$ cat src/rtl/wdt_pkg.sv
package wdt_pkg;

  typedef enum logic [1:0] {
    ACT_RESET = 2'd0,
    ACT_FAN   = 2'd1,
    ACT_COUNT = 2'd2,
    ACT_RSVD  = 2'd3
  } wdt_action_e;

  localparam logic [2:0] A_CTRL    = 3'd0;
  localparam logic [2:0] A_TMO_LO  = 3'd1;
  localparam logic [2:0] A_TMO_HI  = 3'd2;
  localparam logic [2:0] A_KICK    = 3'd3;
  localparam logic [2:0] A_LEFT_LO = 3'd4;
  localparam logic [2:0] A_LEFT_HI = 3'd5;
  localparam logic [2:0] A_STAT    = 3'd6;
  localparam logic [2:0] A_EVCNT   = 3'd7;

  // Smallest power of two not below req, limited to 2^15.
  function automatic logic [15:0] pow2_ceil(input logic [15:0] req);
    logic [4:0] top;
    top = 5'd0;
    for (int i = 0; i < 16; i++) begin
      if (req[i]) top = 5'(i);
    end
    if (req == 16'd0)              return 16'd1;
    else if ($countones(req) == 1) return req;
    else if (top >= 5'd15)         return 16'h8000;
    else                           return 16'd1 << (top + 5'd1);
  endfunction

endpackage

$ cat src/rtl/wdt_prescaler.sv
module wdt_prescaler #(
  parameter int DIV = 1000
) (
  input  logic clk,
  input  logic rst_n,
  input  logic clr,
  input  logic run,
  output logic tick
);
  localparam int W = (DIV > 1) ? $clog2(DIV) : 1;
  localparam logic [W-1:0] LAST = W'(DIV - 1);

  logic [W-1:0] pcnt_q, pcnt_d;

  always_comb begin
    pcnt_d = pcnt_q;
    if (clr || !run)          pcnt_d = '0;
    else if (pcnt_q == LAST)  pcnt_d = '0;
    else                      pcnt_d = pcnt_q + 1'b1;
  end

  always_ff @(posedge clk or negedge rst_n) begin
    if (!rst_n) pcnt_q <= '0;
    else        pcnt_q <= pcnt_d;
  end

  assign tick = run && !clr && (pcnt_q == LAST);

  generate
    if (DIV > 1) begin : g_gap
      // unit ticks are spaced, never back to back
      p_tick_gap_r5: assert property (@(posedge clk) disable iff (!rst_n)
        tick |=> !tick);
    end
  endgenerate

endmodule

$ cat src/rtl/wdt_countdown.sv
module wdt_countdown #(
  parameter int W = 16
) (
  input  logic         clk,
  input  logic         rst_n,
  input  logic         run,
  input  logic         load,
  input  logic         tick,
  input  logic [W-1:0] reload_val,
  output logic [W-1:0] left,
  output logic         expire
);
  logic [W-1:0] cnt_q, cnt_d;

  assign expire = run && !load && tick && (cnt_q <= W'(1));

  always_comb begin
    cnt_d = cnt_q;
    if (load || !run)  cnt_d = reload_val;
    else if (tick)     cnt_d = (cnt_q <= W'(1)) ? reload_val : cnt_q - 1'b1;
  end

  always_ff @(posedge clk or negedge rst_n) begin
    if (!rst_n) cnt_q <= '0;
    else        cnt_q <= cnt_d;
  end

  assign left = cnt_q;

  // an expiry restarts the countdown from the programmed value
  p_reload_after_expire_r5: assert property (@(posedge clk) disable iff (!rst_n)
    (expire && $stable(reload_val)) |=> (left == $past(reload_val)));

endmodule

$ cat src/rtl/wdt_action.sv
module wdt_action
  import wdt_pkg::*;
#(
  parameter int PULSE_CYC = 16,
  parameter int EV_W      = 8
) (
  input  logic            clk,
  input  logic            rst_n,
  input  logic            expire,
  input  wdt_action_e     act,
  input  logic            kick,
  input  logic            run,
  output logic            rst_req,
  output logic            fan_full,
  output logic [EV_W-1:0] ev_count
);
  localparam int PW = $clog2(PULSE_CYC + 1);
  localparam logic [PW-1:0] PLOAD = PW'(PULSE_CYC - 1);

  logic            is_fan, is_cnt, is_rst;
  logic            pulse_q, pulse_d, fan_q, fan_d;
  logic [PW-1:0]   plen_q, plen_d;
  logic [EV_W-1:0] ev_q, ev_d;

  assign is_fan = (act == ACT_FAN);
  assign is_cnt = (act == ACT_COUNT);
  assign is_rst = !is_fan && !is_cnt;

  always_comb begin
    pulse_d = pulse_q;
    plen_d  = plen_q;
    if (expire && is_rst) begin
      pulse_d = 1'b1;
      plen_d  = PLOAD;
    end else if (pulse_q) begin
      if (plen_q == '0) pulse_d = 1'b0;
      else              plen_d  = plen_q - 1'b1;
    end

    fan_d = fan_q;
    if (expire && is_fan)  fan_d = 1'b1;
    else if (kick || !run) fan_d = 1'b0;

    ev_d = ev_q;
    if (expire && is_cnt && (ev_q != '1)) ev_d = ev_q + 1'b1;
  end

  always_ff @(posedge clk or negedge rst_n) begin
    if (!rst_n) begin
      pulse_q <= 1'b0;
      plen_q  <= '0;
      fan_q   <= 1'b0;
      ev_q    <= '0;
    end else begin
      pulse_q <= pulse_d;
      plen_q  <= plen_d;
      fan_q   <= fan_d;
      ev_q    <= ev_d;
    end
  end

  assign rst_req  = pulse_q;
  assign fan_full = fan_q;
  assign ev_count = ev_q;

  // a fan expiry never starts a reset pulse
  p_fan_no_reset_r8: assert property (@(posedge clk) disable iff (!rst_n)
    (expire && is_fan && !pulse_q) |=> !pulse_q);
  // the event counter never goes backwards
  p_evcnt_mono_r9: assert property (@(posedge clk) disable iff (!rst_n)
    ev_q >= $past(ev_q));

endmodule

$ cat src/rtl/pld_watchdog.sv
module pld_watchdog
  import wdt_pkg::*;
#(
  parameter int CLK_HZ        = 1000000,
  parameter int MODE          = 2,
  parameter int IS_AUX        = 1,
  parameter int RST_PULSE_CYC = 16,
  parameter int EVCNT_W       = 8
) (
  input  logic               clk,
  input  logic               por_n,
  input  logic               rst_n,
  input  logic [2:0]         bus_addr,
  input  logic               bus_wr,
  input  logic [7:0]         bus_wdata,
  output logic [7:0]         bus_rdata,
  output logic               rst_req,
  output logic               fan_full,
  output logic [EVCNT_W-1:0] ev_count
);
  localparam int RAW_DIV  = (MODE == 1) ? CLK_HZ / 1000 : CLK_HZ;
  localparam int UNIT_DIV = (RAW_DIV < 1) ? 1 : RAW_DIV;
  localparam logic [1:0] MODE_CODE = 2'(MODE);

  // Reset: asserted asynchronously, released through two flops.
  logic       sys_arst_n, srst_n;
  logic [1:0] rs_q;
  assign sys_arst_n = por_n & rst_n;

  always_ff @(posedge clk or negedge sys_arst_n) begin
    if (!sys_arst_n) rs_q <= 2'b00;
    else             rs_q <= {rs_q[0], 1'b1};
  end
  assign srst_n = rs_q[1];

  logic        en_q, en_d, lock_q, lock_d, cause_q, cause_d;
  wdt_action_e act_q, act_d;
  logic [15:0] raw_q, raw_d, eff_q, eff_d, left;
  logic        wr_ctrl, wr_lo, wr_hi, kick, reload, tick, expire;

  function automatic logic [15:0] effective(input logic [15:0] raw);
    if (MODE == 1)      return pow2_ceil(raw);
    else if (MODE == 2) return {8'h00, raw[7:0]};
    else                return raw;
  endfunction

  assign wr_ctrl = bus_wr && (bus_addr == A_CTRL);
  assign wr_lo   = bus_wr && (bus_addr == A_TMO_LO);
  assign wr_hi   = bus_wr && (bus_addr == A_TMO_HI) && (MODE != 2);
  assign kick    = bus_wr && (bus_addr == A_KICK);

  always_comb begin
    en_d   = en_q;
    lock_d = lock_q;
    act_d  = act_q;
    raw_d  = raw_q;
    if (wr_ctrl) begin
      en_d   = lock_q | bus_wdata[0];
      lock_d = lock_q | (bus_wdata[0] & bus_wdata[1]);
      if (IS_AUX != 0) act_d = wdt_action_e'(bus_wdata[3:2]);
    end
    if (wr_lo) raw_d[7:0]  = bus_wdata;
    if (wr_hi) raw_d[15:8] = bus_wdata;
  end

  assign eff_q  = effective(raw_q);
  assign eff_d  = effective(raw_d);
  assign reload = kick || (en_d && !en_q) || (en_q && (wr_lo || wr_hi));

  always_ff @(posedge clk or negedge srst_n) begin
    if (!srst_n) begin
      en_q   <= 1'b0;
      lock_q <= 1'b0;
      act_q  <= ACT_RESET;
      raw_q  <= 16'hFFFF;
    end else begin
      en_q   <= en_d;
      lock_q <= lock_d;
      act_q  <= act_d;
      raw_q  <= raw_d;
    end
  end

  wdt_prescaler #(.DIV(UNIT_DIV)) u_presc (
    .clk(clk), .rst_n(srst_n), .clr(reload), .run(en_q), .tick(tick)
  );

  wdt_countdown #(.W(16)) u_cnt (
    .clk(clk), .rst_n(srst_n), .run(en_q), .load(reload), .tick(tick),
    .reload_val(eff_d), .left(left), .expire(expire)
  );

  wdt_action #(.PULSE_CYC(RST_PULSE_CYC), .EV_W(EVCNT_W)) u_act (
    .clk(clk), .rst_n(srst_n), .expire(expire), .act(act_q), .kick(kick),
    .run(en_q), .rst_req(rst_req), .fan_full(fan_full), .ev_count(ev_count)
  );

  // Cause flag lives on the power-on domain only.
  always_comb begin
    cause_d = cause_q;
    if (bus_wr && (bus_addr == A_STAT) && bus_wdata[0]) cause_d = 1'b0;
    if (expire && (act_q != ACT_FAN) && (act_q != ACT_COUNT)) cause_d = 1'b1;
  end

  always_ff @(posedge clk or negedge por_n) begin
    if (!por_n) cause_q <= 1'b0;
    else        cause_q <= cause_d;
  end

  always_comb begin
    bus_rdata = 8'h00;
    case (bus_addr)
      A_CTRL:    bus_rdata = {4'b0000, act_q, lock_q, en_q};
      A_TMO_LO:  bus_rdata = eff_q[7:0];
      A_TMO_HI:  bus_rdata = eff_q[15:8];
      A_LEFT_LO: bus_rdata = (MODE == 1) ? 8'h00 : left[7:0];
      A_LEFT_HI: bus_rdata = (MODE == 1) ? 8'h00 : left[15:8];
      A_STAT:    bus_rdata = {5'b00000, MODE_CODE, cause_q};
      A_EVCNT:   bus_rdata = 8'(ev_count);
      default:   bus_rdata = 8'h00;
    endcase
  end

  // once locked, the run bit stays set until system reset
  p_lock_hold_r11: assert property (@(posedge clk) disable iff (!srst_n)
    $past(lock_q) |-> en_q);
  // every reset pulse start is recorded in the cause flag
  p_cause_on_reset_r12: assert property (@(posedge clk) disable iff (!srst_n)
    $rose(rst_req) |-> cause_q);

  generate
    if (IS_AUX == 0) begin : g_main
      // a primary instance never takes a non-reset action
      p_main_reset_only_r10: assert property (@(posedge clk) disable iff (!srst_n)
        !fan_full && $stable(ev_count));
    end
  endgenerate

endmodule

$ cat config.mk
export PLATFORM = sky130hd
export DESIGN_NAME = pld_watchdog
export DESIGN_NICKNAME = d
export VERILOG_FILES = /design/src/rtl/wdt_pkg.sv /design/src/rtl/wdt_prescaler.sv /design/src/rtl/wdt_countdown.sv /design/src/rtl/wdt_action.sv /design/src/rtl/pld_watchdog.sv
export SDC_FILE = /design/constraint.sdc
export NUM_CORES = 1
export LEC_CHECK = 0
export ABC_CLOCK_PERIOD_IN_PS = 1900
export BUFFER_PORTS_ARGS = -buffer_cell sky130_fd_sc_hd__buf_4
export CAP_MARGIN = 15
export CELL_PAD_IN_SITES_DETAIL_PLACEMENT = 1
export CELL_PAD_IN_SITES_GLOBAL_PLACEMENT = 2
export CORE_MARGIN = 3
export CORE_UTILIZATION = 34
export CTS_CLUSTER_DIAMETER = 150
export DETAILED_ROUTE_END_ITERATION = 8
export HOLD_SLACK_MARGIN = 0.06
export PLACE_DENSITY = 0.87
export SLEW_MARGIN = 20
export SYNTH_ARGS = -nofsm -noshare
export SYNTH_HDL_FRONTEND = slang
export SYNTH_HIERARCHICAL = 1
export SYNTH_SLANG_ARGS = --single-unit
$ cat constraint.sdc
create_clock -name clk -period 1.9 [get_ports clk]
set_input_delay 0.38 -clock clk [delete_from_list [all_inputs] [get_ports clk]]
set_output_delay 0.38 -clock clk [all_outputs]
set_load 0.1 [all_outputs]
==> results.md <==
* Status: finished with violations
* Failing checks: setup timing
* Fmax at slightly below 400 MHz
* Synth Cell Area at 3897 um^2
* Synth Warn # at 6
* Die W at 113.1 um
* Leakage at 2.732 nW
* TNS Setup at -20340 ps
* Crit-path slowest cell: or4b_4
* Initial antenna violation count at 0
* Clk slew on worst S/H paths at around 60 ps
* Final-report max-slew violation count at 0
* DRC at 0
* Critical Path Fanout Max at 3
* Fraction of layout cells with a size suffix above 1 at 0.5685
* Placed cell count at 670
* GR peak layer: met2
* Mapped Cells at ~400
* Number of synthesized register bits at 66
* Critical Path, Cell by Cell: nand2_1 > or4b_4 > nor4_4 > buf_6 > nand2_4 > nor3_4 > nand2_2 > nor2_4 > nand4_1 > xnor2_1
* Commonest non-fill, non-tap cells in the layout: buf_4, dfrtp_1, buf_6
* Largest net degree at the start of global routing at 64
* Buffer type at the clock tree root: clkbuf_16
* Vias at 4308
* CTS Buffer Depth at 2
* Hpwl dp at 9.575 mm
* First-pass GRT wire length at 25.50 mm
* Final hold violations at 0
* Crit path buffers/inverters at 1
* EDFF count, synth at 0
* Avg Vias per Cell at 6.008
* Synth async-reset ratio at 1.000
* PortBufs at 32
* Design area at approximately 6500 um^2
* Crit end category: register
* Clock Latency Late Sink at 340 ps
* Num ports at 33
* Placer Congestion at 0.8895
* GRT Overall Usage at 0.2538
* Critical Path Source Type: register
* Syn_area_per_cell at 9.553 um^2
* Synth Flop Type: dfrtp_1
* Register area share after synthesis at 0.4263
* Clk_skew at 6.008 ps
* Final Core Density at 0.5870
* Commonest non-fill, non-tap cell in the layout: buf_4
* Final min period at 2576 ps
* Core ar. at between 10000 and 15000 um^2
* CP Data Arrival Time at 2820 ps
* Setup violators final at 60
* H-tree levels at 3
* Post-Place Cell Area at 5180 um^2
* Met3 Resource Use GR at 0.05080
* GRT overflow at 0
* Fin crit share at 1.356
* Synth unique cells at 69
* Non-Filler Instances at 717
* Nets at 594
* RSZ-0062 raised after global routing: true
* Top delay family on crit path: simple AND/OR/NAND/NOR gates
* Wirelength per Cell at roughly 26 um
* FP Rows at 38
* DRT Pass-1 Iters at 8
* Number of global-route vias before repair at 4593
* Die H at 113.1 um
* Placement Setup Slack at -616.8 ps
* Final ANT Viol Nets at 0
* Max VDD drop at 0.0005592 V
* Critical path class: reg2reg
* CP required at 2140 ps
* Final Worst Setup Slack at -676.0 ps
* CTS Buf Count at 9
* ANT cells at 0
* Max cap viols at 0
* TritonCTS clock tree: yes
* CTS Sinks at 66
* Layout area overhead at 66.13%
* Met2 Track Usage GR at 0.4573
* Hold WC Path Type: in2reg
* GR Util met1 at 0.2949
* Routed wire length at approximately 19 mm
* Drt initial violations at between 300 and 400
* Pwr dens at between 1000 and 1500 nW/um^2
* CP peak stage delay at roughly 550 ps
* Die area at approximately 13000 um^2
* Initial core utilization at 0.3533
-- layout make-up --
class / instances / area [um^2]
inverter: 13 / 56.30
tap: 140 / 175.2
clock buffer: 9 / 225.2
sequential: 66 / 1673
clock inverter: 7 / 55.05
timing repair buffer: 164 / 1545
fill: 1139 / 4556
multi-input combinational: 318 / 2745
-- worst reg2reg max path, delay by kind of cell (launching register included) --
kind,cells,cell delay (ps)
flip-flops,1,400
buffers and inverters,1,170
AND/OR/NAND/NOR,8,1720
XOR/XNOR,1,200
-- power breakdown --
| group | total (mW) | switching [mW] | internal (mW) | leakage (nW) |
|---|---|---|---|---|
| registers | 1.95 | 0.268 | 1.68 | 0.827 |
| clock network | 1.62 | 0.723 | 0.893 | 0.132 |
| logic | 3.37 | 1.82 | 1.55 | 1.77 |
| total | 6.94 | 2.81 | 4.12 | 2.73 |
-- flip-flops by register name, indices dropped and copies added, names as in the netlist --
register        cells
u_cnt/left         16
rs_q                2
u_act/plen_q        5
en_q                1
raw_q               8
u_presc/pcnt_q     20
lock_q              1
u_act/rst_req       1
act_q               2
u_act/fan_full      1
u_act/ev_count      8
cause_q             1
-- cell families (layout without fill, tap and decap cells) --
kind of cell | after synthesis | count (layout) | share of synthesized area
adder cells (fa/ha/maj) | 7 | 7 | 0.02247
flip-flops | 66 | 66 | 0.4263
XOR/XNOR | 20 | 20 | 0.04494
multiplexers | 21 | 21 | 0.05779
AND/OR/NAND/NOR | 175 | 175 | 0.2552
buffers and inverters | 31 | 193 | 0.04109
AO/OA/AOI/OAI | 86 | 86 | 0.1502
other | 2 | 9 | 0.001927
-- path summary, 6_finish.rpt --
path                                   start                 to  slack, ps  depth (start not counted)
min reg2reg                          rs_q[1]             lock_q        300                          1
min                             bus_wdata[2]           act_q[0]        290                          2
max                        u_presc/pcnt_q[9]  u_act/ev_count[5]       -680                         10
max in group asynchronous              por_n            rs_q[1]       1210                          3
max reg2reg                u_presc/pcnt_q[9]  u_act/ev_count[5]       -680                         10
min in group asynchronous            rs_q[1]             lock_q        300                          1
-- layer usage --
metal	share of wire	vias to the layer above	wire [um]
met4	0.052	0	969
met2	0.51	188	9494
met1	0.39	2214	7155
met3	0.052	81	960
li1	-	1825	-
met5	0	-	0
-- synth_stat cells (all sizes together) (2+ instances only) --
| cell type | n | area [um^2] |
|---|---|---|
| dfrtp | 58 | 1451 |
| a21oi | 20 | 100.1 |
| o31ai | 5 | 51.30 |
| and4 | 6 | 52.55 |
| inv | 13 | 48.80 |
| nor2b | 3 | 18.77 |
| mux2i | 9 | 90.09 |
| a22oi | 2 | 15.01 |
| nor2 | 31 | 116.4 |
| o21ai | 24 | 123.9 |
| conb | 2 | 7.510 |
| nand4 | 11 | 68.82 |
| ha | 7 | 87.58 |
| mux2 | 12 | 135.1 |
| nor3 | 11 | 60.06 |
| o211ai | 5 | 37.54 |
| nand2b | 5 | 38.78 |
| or4 | 8 | 60.06 |
| nand2 | 34 | 130.1 |
| a31oi | 2 | 12.51 |
| nor4 | 6 | 43.79 |
| a22o | 4 | 35.03 |
| nor3b | 3 | 33.78 |
| clkbuf | 7 | 26.28 |
| buf | 11 | 85.07 |
| a21o | 3 | 22.52 |
| a311o | 2 | 20.02 |
| dfstp | 8 | 210.2 |
| o21a | 5 | 37.54 |
| and2 | 3 | 20.02 |
| or3 | 10 | 68.82 |
| xor2 | 11 | 96.34 |
| and3 | 3 | 18.77 |
| or4b | 2 | 27.53 |
| a21boi | 2 | 15.01 |
| xnor2 | 9 | 78.83 |
| nand3 | 32 | 165.2 |
| o32ai | 2 | 17.52 |
-- through the flow --
| step | total power, mW | hold WS [ps] |
|---|---|---|
| 6_report | 6.937 | 290.0 |
| 5_1_grt | 7.196 | 294.6 |
| 4_1_cts | 6.163 | 294.8 |
| 3_5_place_dp | 4.211 | 162.9 |
| 3_3_place_gp | 4.092 | 159.1 |
| 2_1_floorplan | 3.148 | 84.41 |
-- repair_timing --
item                                   4_1_cts  5_1_grt
setup buffers                                9       28
resized for setup                           85      103
endpoints found under the hold margin        3        0
cloned                                       2        1
hold buffers                                 2        0
pin swaps                                   28       37
setup endpoints to repair                   42       60
No activity file was read; power rests on OpenSTA's default activity.
